[src/rtl/busseq_pkg.sv]
package busseq_pkg;

   typedef enum logic [2:0] {
      K_FETCH = 3'd0,
      K_MRD   = 3'd1,
      K_MWR   = 3'd2,
      K_IORD  = 3'd3,
      K_IOWR  = 3'd4
   } kind_t;

   typedef enum logic [2:0] {
      PH_IDLE,
      PH_PRE,
      PH_STRB,
      PH_POST,
      PH_DONE
   } phase_t;

   typedef struct packed {
      logic m1;
      logic mreq;
      logic iorq;
      logic rd;
      logic wr;
      logic rfsh;
   } strobe_t;

   function automatic logic is_io(kind_t k);
      return (k == K_IORD) || (k == K_IOWR);
   endfunction

   function automatic logic is_read(kind_t k);
      return (k == K_FETCH) || (k == K_MRD) || (k == K_IORD);
   endfunction

   function automatic logic is_write(kind_t k);
      return (k == K_MWR) || (k == K_IOWR);
   endfunction

   // T-states spent in one phase of a machine cycle
   function automatic int unsigned phase_len(kind_t k, phase_t p, int unsigned io_waits);
      case (p)
         PH_PRE:  return is_io(k) ? 1 : 0;
         PH_STRB: return (k == K_FETCH) ? 1 : (is_io(k) ? 1 + io_waits : 2);
         PH_POST: return (k == K_FETCH) ? 3 : 1;
         default: return 0;
      endcase
   endfunction

endpackage

[src/rtl/bseq_timer.sv]
module bseq_timer
   import busseq_pkg::*;
#(
   parameter int IO_WAITS = 1,
   parameter int CNT_W    = 3
) (
   input  logic       clk,
   input  logic       rst_n,
   input  logic       req_valid,
   input  logic [2:0] req_kind,
   input  logic       wait_n,
   output phase_t     phase,
   output kind_t      kind,
   output logic       accept,
   output logic       cap_en,
   output logic       fetch_end
);

   phase_t             ph_q;
   kind_t              k_q;
   logic [CNT_W-1:0]   cnt_q;
   int unsigned        cur_len;
   logic               at_last;
   kind_t              req_k;

   assign req_k = kind_t'(req_kind);

   always_comb begin
      cur_len = phase_len(k_q, ph_q, IO_WAITS);
      at_last = (cnt_q == CNT_W'(cur_len - 1));
   end

   assign accept = (ph_q == PH_IDLE) && req_valid && (req_kind <= 3'd4);

   always_ff @(posedge clk or negedge rst_n) begin
      if (!rst_n) begin
         ph_q  <= PH_IDLE;
         k_q   <= K_FETCH;
         cnt_q <= '0;
      end else begin
         case (ph_q)
            PH_IDLE: if (accept) begin
               k_q   <= req_k;
               cnt_q <= '0;
               ph_q  <= (phase_len(req_k, PH_PRE, IO_WAITS) != 0) ? PH_PRE : PH_STRB;
            end
            PH_PRE: if (at_last) begin
               ph_q  <= PH_STRB;
               cnt_q <= '0;
            end else cnt_q <= cnt_q + 1'b1;
            PH_STRB: if (at_last) begin
               if (wait_n) begin
                  ph_q  <= PH_POST;
                  cnt_q <= '0;
               end
            end else cnt_q <= cnt_q + 1'b1;
            PH_POST: if (at_last) begin
               ph_q  <= PH_DONE;
               cnt_q <= '0;
            end else cnt_q <= cnt_q + 1'b1;
            default: ph_q <= PH_IDLE;
         endcase
      end
   end

   assign phase     = ph_q;
   assign kind      = k_q;
   assign cap_en    = (ph_q == PH_STRB) && at_last && wait_n && is_read(k_q);
   assign fetch_end = (ph_q == PH_POST) && at_last && (k_q == K_FETCH);

   // a low wait sample keeps the strobe phase exactly where it is
   p_wait_hold_r6: assert property (@(posedge clk) disable iff (!rst_n)
      (ph_q == PH_STRB && at_last && !wait_n) |=> (ph_q == PH_STRB && $stable(cnt_q)));

   // the completion clock is a single clock
   p_done_one_r7: assert property (@(posedge clk) disable iff (!rst_n)
      (ph_q == PH_DONE) |=> (ph_q == PH_IDLE));

   // the cycle kind cannot change once a cycle has started
   p_busy_ignore_r8: assert property (@(posedge clk) disable iff (!rst_n)
      (ph_q != PH_IDLE) |=> $stable(k_q));

endmodule

[src/rtl/bseq_strobe_dec.sv]
module bseq_strobe_dec
   import busseq_pkg::*;
(
   input  phase_t  phase,
   input  kind_t   kind,
   output strobe_t strb
);

   always_comb begin
      strb = '0;
      if (phase == PH_STRB) begin
         case (kind)
            K_FETCH: begin strb.m1 = 1'b1; strb.mreq = 1'b1; strb.rd = 1'b1; end
            K_MRD:   begin strb.mreq = 1'b1; strb.rd = 1'b1; end
            K_MWR:   begin strb.mreq = 1'b1; strb.wr = 1'b1; end
            K_IORD:  begin strb.iorq = 1'b1; strb.rd = 1'b1; end
            K_IOWR:  begin strb.iorq = 1'b1; strb.wr = 1'b1; end
            default: strb = '0;
         endcase
      end else if (phase == PH_POST && kind == K_FETCH) begin
         strb.mreq = 1'b1;
         strb.rfsh = 1'b1;
      end
   end

endmodule

[src/rtl/bseq_rfsh_ctr.sv]
module bseq_rfsh_ctr #(
   parameter int RFSH_W = 7
) (
   input  logic              clk,
   input  logic              rst_n,
   input  logic              inc,
   output logic [RFSH_W-1:0] cnt
);

   logic [RFSH_W-1:0] cnt_q;

   always_ff @(posedge clk or negedge rst_n) begin
      if (!rst_n)   cnt_q <= '0;
      else if (inc) cnt_q <= cnt_q + 1'b1;
   end

   assign cnt = cnt_q;

   // one step per finished fetch, wrapping at the counter width
   p_rfsh_step_r2: assert property (@(posedge clk) disable iff (!rst_n)
      inc |=> (cnt_q == $past(cnt_q) + 1'b1));

   p_rfsh_still_r2: assert property (@(posedge clk) disable iff (!rst_n)
      !inc |=> $stable(cnt_q));

endmodule

[src/rtl/bus_cycle_seq.sv]
module bus_cycle_seq
   import busseq_pkg::*;
#(
   parameter int ADDR_W   = 16,
   parameter int DATA_W   = 8,
   parameter int RFSH_W   = 7,
   parameter int IO_WAITS = 1
) (
   input  logic              clk,
   input  logic              rst_n,
   input  logic              req_valid,
   input  logic [2:0]        req_kind,
   input  logic [ADDR_W-1:0] req_addr,
   input  logic [DATA_W-1:0] req_wdata,
   output logic              rsp_done,
   output logic [DATA_W-1:0] rsp_rdata,
   output logic [ADDR_W-1:0] bus_addr,
   output logic [DATA_W-1:0] bus_dout,
   input  logic [DATA_W-1:0] bus_din,
   input  logic              wait_n,
   output logic              mreq_n,
   output logic              iorq_n,
   output logic              rd_n,
   output logic              wr_n,
   output logic              m1_n,
   output logic              rfsh_n
);

   localparam int CNT_W = $clog2(IO_WAITS + 4);

   if (RFSH_W < 1 || RFSH_W > ADDR_W) begin : g_bad_rfsh
      $error("bus_cycle_seq: RFSH_W must lie in 1..ADDR_W");
   end
   if (IO_WAITS < 0 || IO_WAITS > 15) begin : g_bad_waits
      $error("bus_cycle_seq: IO_WAITS must lie in 0..15");
   end
   if (DATA_W < 1 || ADDR_W < 1) begin : g_bad_width
      $error("bus_cycle_seq: bus widths must be positive");
   end

   phase_t            ph;
   kind_t             kd;
   logic              accept;
   logic              cap_en;
   logic              fetch_end;
   strobe_t           strb;
   logic [RFSH_W-1:0] rf_cnt;
   logic [ADDR_W-1:0] rfsh_addr;
   logic [ADDR_W-1:0] lat_addr;
   logic [DATA_W-1:0] dout_q;
   logic [DATA_W-1:0] rdata_q;

   bseq_timer #(.IO_WAITS(IO_WAITS), .CNT_W(CNT_W)) u_timer (
      .clk       (clk),
      .rst_n     (rst_n),
      .req_valid (req_valid),
      .req_kind  (req_kind),
      .wait_n    (wait_n),
      .phase     (ph),
      .kind      (kd),
      .accept    (accept),
      .cap_en    (cap_en),
      .fetch_end (fetch_end)
   );

   bseq_strobe_dec u_dec (
      .phase (ph),
      .kind  (kd),
      .strb  (strb)
   );

   bseq_rfsh_ctr #(.RFSH_W(RFSH_W)) u_rfsh (
      .clk   (clk),
      .rst_n (rst_n),
      .inc   (fetch_end),
      .cnt   (rf_cnt)
   );

   if (ADDR_W > RFSH_W) begin : g_rfsh_pad
      assign rfsh_addr = {{(ADDR_W-RFSH_W){1'b0}}, rf_cnt};
   end else begin : g_rfsh_full
      assign rfsh_addr = rf_cnt;
   end

   always_ff @(posedge clk or negedge rst_n) begin
      if (!rst_n) begin
         lat_addr <= '0;
         dout_q   <= '0;
         rdata_q  <= '0;
      end else begin
         if (accept) lat_addr <= req_addr;
         if (accept && is_write(kind_t'(req_kind))) dout_q <= req_wdata;
         if (cap_en) rdata_q <= bus_din;
      end
   end

   assign bus_addr  = (ph == PH_POST && kd == K_FETCH) ? rfsh_addr : lat_addr;
   assign bus_dout  = dout_q;
   assign rsp_rdata = rdata_q;
   assign rsp_done  = (ph == PH_DONE);

   assign mreq_n = ~strb.mreq;
   assign iorq_n = ~strb.iorq;
   assign rd_n   = ~strb.rd;
   assign wr_n   = ~strb.wr;
   assign m1_n   = ~strb.m1;
   assign rfsh_n = ~strb.rfsh;

   // fetch marker and refresh strobe never overlap
   p_m1_rfsh_excl_r1: assert property (@(posedge clk) disable iff (!rst_n)
      !(!m1_n && !rfsh_n));

   // refresh runs with a memory request and no data strobe
   p_rfsh_form_r2: assert property (@(posedge clk) disable iff (!rst_n)
      !rfsh_n |-> (!mreq_n && rd_n && wr_n && m1_n));

   // an I/O request carries exactly one direction strobe and no memory request
   p_io_dir_r5: assert property (@(posedge clk) disable iff (!rst_n)
      !iorq_n |-> (mreq_n && (rd_n != wr_n)));

   // output data moves only when a write is accepted
   p_dout_hold_r4: assert property (@(posedge clk) disable iff (!rst_n)
      !(accept && is_write(kind_t'(req_kind))) |=> $stable(bus_dout));

   // the bus is quiet around the completion pulse and when idle
   p_idle_quiet_r7: assert property (@(posedge clk) disable iff (!rst_n)
      (ph == PH_IDLE || ph == PH_DONE) |-> (mreq_n && iorq_n && rd_n && wr_n && m1_n && rfsh_n));

   // returned data changes only at a capture edge
   p_rdata_hold_r7: assert property (@(posedge clk) disable iff (!rst_n)
      !cap_en |=> $stable(rsp_rdata));

endmodule

[config.mk]
export PLATFORM = sky130hd
export DESIGN_NAME = bus_cycle_seq
export DESIGN_NICKNAME = d
export VERILOG_FILES = /design/src/rtl/busseq_pkg.sv /design/src/rtl/bseq_timer.sv /design/src/rtl/bseq_strobe_dec.sv /design/src/rtl/bseq_rfsh_ctr.sv /design/src/rtl/bus_cycle_seq.sv
export SDC_FILE = /design/constraint.sdc
export NUM_CORES = 1
export LEC_CHECK = 0
export ABC_AREA = 1
export BUFFER_PORTS_ARGS = -buffer_cell sky130_fd_sc_hd__buf_2
export CAP_MARGIN = 20
export CORE_ASPECT_RATIO = 0.5
export CORE_MARGIN = 8
export CORE_UTILIZATION = 30
export DETAILED_ROUTE_END_ITERATION = 8
export GPL_ROUTABILITY_DRIVEN = 0
export PLACE_DENSITY = 0.51
export SLEW_MARGIN = 10
export SYNTH_ARGS = -nofsm -noshare
export SYNTH_HDL_FRONTEND = slang
export SYNTH_SLANG_ARGS = --single-unit
[constraint.sdc]
create_clock -name clk -period 3.6 [get_ports clk]
set_input_delay 0.18 -clock clk [delete_from_list [all_inputs] [get_ports clk]]
set_output_delay 0.18 -clock clk [all_outputs]
set_load 0.01 [all_outputs]
==> metrics.yaml <==
grt:
  gr-total-overflow: 0
  track_usage: 0.112
  grt_max_degree: 49
  grt_pass1_wl_mm: 10.3
  first_global_vias: 2181
  grt_antenna_before_repair: 0
setup_path:
  slowest_stage: "dfrtp_1"
  cp_max_fo: 11
  cp_data_required_time_ns: 3.78
  path_cells: "inv_2 -> nand3_1 -> nor2_2 -> nor2_4 -> nand2_2 -> inv_1 -> ha_1 -> xnor2_1 -> nor2_1 -> nand3_4 -> inv_2 -> nand2_2 -> nand2_1 -> nand2_1"
  end_kind: "flop"
  critPathKind: "flop to flop"
  cpPeakStageDelay_ns: 0.49
  worstSetupStartpointType: "flop"
  critical-path-top-delay-family: "simple AND/OR/NAND/NOR gates"
  cp_num_buf_inv: 3
  critPathArrivalTime_ns: 2.55
route:
  ant_nets: 0
  drt_first_iter_violations: 147
  drcViolationCount: 0
  vias: 2146
  wirelength_mm: 6.27
  wl_per_cell_um: 12.7
  viasPerCell: 4.34
  drtPass1Iterations: 5
placement:
  place_inst: 486
  dp_hpwl_mm: 4.81
  io_buffers: 77
  pre_cts_ws_ns: 1.21
die:
  io_pins: 78
  start_util: 0.309
  die_area_um2: 11600
  rows: 23
  coreArea_um2: 8030
  die_w_um: 145
  die_y_um: 80.4
layout:
  final_nets: 424
  final_cells: 494
  syn_to_final_growth_pct: 25.5
  fin_util: 0.388
  drive_above_1_share: 0.309
  antennaDiodeCount: 0
cts:
  path_clk_slew_ns: 0.06
  htree_levels: 2
  cts_tree: "done"
  cts.sinks: 48
  worstSkewPairLatency_ns: 0.29
  cts_buffer_depth: 2
  cts.repair.resized: 0
  clock-root-buffer: "clkbuf_16"
  cts_made_buffers: 5
outcome:
  status: "completed"
sta:
  fin_skew_ns: 0.00452
  post-route-period-util: 0.659
  finalHoldViolCount: 0
  max_freq_mhz: 422
  worst_slew_pin_slew_ns: 0.622
  setup_viol: 0
  period_needed_ns: 2.37
  setup_slack_ns: 1.23
  rsz0062_at_grt: "false"
  finalMaxSlewViolations: 0
  slew_headroom: 0.585
  fin_setup_tns_ns: 0
power_and_ir_drop:
  p_leak_uw: 0.00165
  finalPower_uw: 2570
  power_density_nw_per_um2: 825
  ir_drop_mv: 0.215
synthesis:
  synth-seq-area-share: 0.483
  yosysWarnings: 0
  ys_ff_latch: 48
  mappedNetlistNets: 346
  syn-instance-count: 304
  syn_area_um2: 2480
  synth.avg_cell_area_um2: 8.17
  synth_cell_types: 31
job:
  maxCapViolations: 0
worst_hold_path:
  hold_class: "input pin to flop"
==> layer usage <==
metal  GRT usage  wire, um
met5           0         0
met4      0.0412        99
met3      0.0343       360
met2       0.185      2940
met1       0.135      2870
==> per-stage QoR <==
stage          hold WS, ns  area [um^2]
5_1_grt             0.0926         3120
3_3_place_gp         0.391         2970
3_5_place_dp         0.399         2970
2_1_floorplan       -0.116         2480
4_1_cts             0.0892         3110
6_report            0.0977         3120
==> kinds of logic after synthesis <==
family	count (synthesis)	share of synthesized area
AOI/OAI and AO/OA	42	0.0987
DFF	48	0.483
adders and majority gates	3	0.0151
buffers and inverters	52	0.0876
xor gates and xnor gates	6	0.0211
and+or+nand+nor	153	0.294
==> cell usage in the layout (no fill, tap or decap), drive strengths merged, types with 3 or more instances in the layout <==
cell    count
nand2      99
buf        78
dfrtp      48
inv        44
o21ai      36
nor2       26
nand3      18
clkbuf      5
a21oi       4
xor2        4
nor3        3
nand3b      3
ha          3
==> final timing paths <==
kind | from | endpoint | slack, ns | cells past startpoint
max in group asynchronous | rst_n | rsp_rdata[2] | 2.73 | 2
min in group asynchronous | rst_n | lat_addr[12] | 0.46 | 2
min reg2reg | rsp_rdata[5] | rsp_rdata[5] | 0.47 | 2
max | u_timer.phase[2] | rsp_rdata[3] | 1.23 | 14
min | req_addr[14] | lat_addr[14] | 0.1 | 3
max reg2reg | u_timer.phase[2] | rsp_rdata[3] | 1.23 | 14
==> state kept, by name (all words and copies together) (netlist names) <==
register	count
lat_addr	16
bus_dout	8
rsp_rdata	8
u_rfsh.cnt	7
u_timer.cnt_q	3
u_timer.kind	3
u_timer.phase	3
==> worst reg2reg max path, delay by kind of cell, from the launching register on <==
family | cells | cell delay (ns)
xor gates and xnor gates | 1 | 0.13
adders and majority gates | 1 | 0.29
buffers and inverters | 3 | 0.31
DFF | 1 | 0.49
and+or+nand+nor | 9 | 1.04
==> repair_timing <==
item,4_1_cts,5_1_grt
endpoints found under the hold margin,0,48
setup buffers,0,0
hold buffers,0,1
==> report_power, final <==
group / leakage (uW) / internal [uW] / switching (uW)
combinational: 0.000972 / 462 / 756
clock: 0.0000657 / 252 / 199
sequential: 0.000611 / 770 / 130
==> synth_stat cells <==
cell	number	share of area
ha_1	3	0.015
or2_4	1	0.0035
nor2_1	16	0.024
o21ai_0	25	0.050
buf_6	2	0.0091
o2111ai_1	1	0.0035
nand2_1	94	0.14
inv_4	1	0.0025
nor2_4	5	0.023
buf_2	1	0.0020
nand3_1	15	0.030
nand2_2	5	0.013
nor3_1	3	0.0060
nand3_4	2	0.014
nand4_1	2	0.0050
clkbuf_1	4	0.0060
nor2_8	1	0.0081
nand3b_1	3	0.0091
dfrtp_1	48	0.48
xnor2_1	2	0.0071
nor2_2	4	0.010
nand3_2	1	0.0040
o21ai_1	3	0.0060
inv_2	4	0.0060
o21ai_2	8	0.028
or2_2	1	0.0025
a21oi_1	4	0.0081
a31oi_1	1	0.0025
buf_4	1	0.0030
inv_1	39	0.059
xor2_1	4	0.014
==> final cells by class <==
class,instances,area [um^2]
Sequential cell,48,1200
Tap cell,112,140
Clock inverter,2,12.5
Fill cell,857,4910
Clock buffer,5,125
Multi-Input combinational cell,204,1070
Inverter,44,168
Timing Repair Buffer,79,405
No activity file was read; power rests on OpenSTA's default activity.
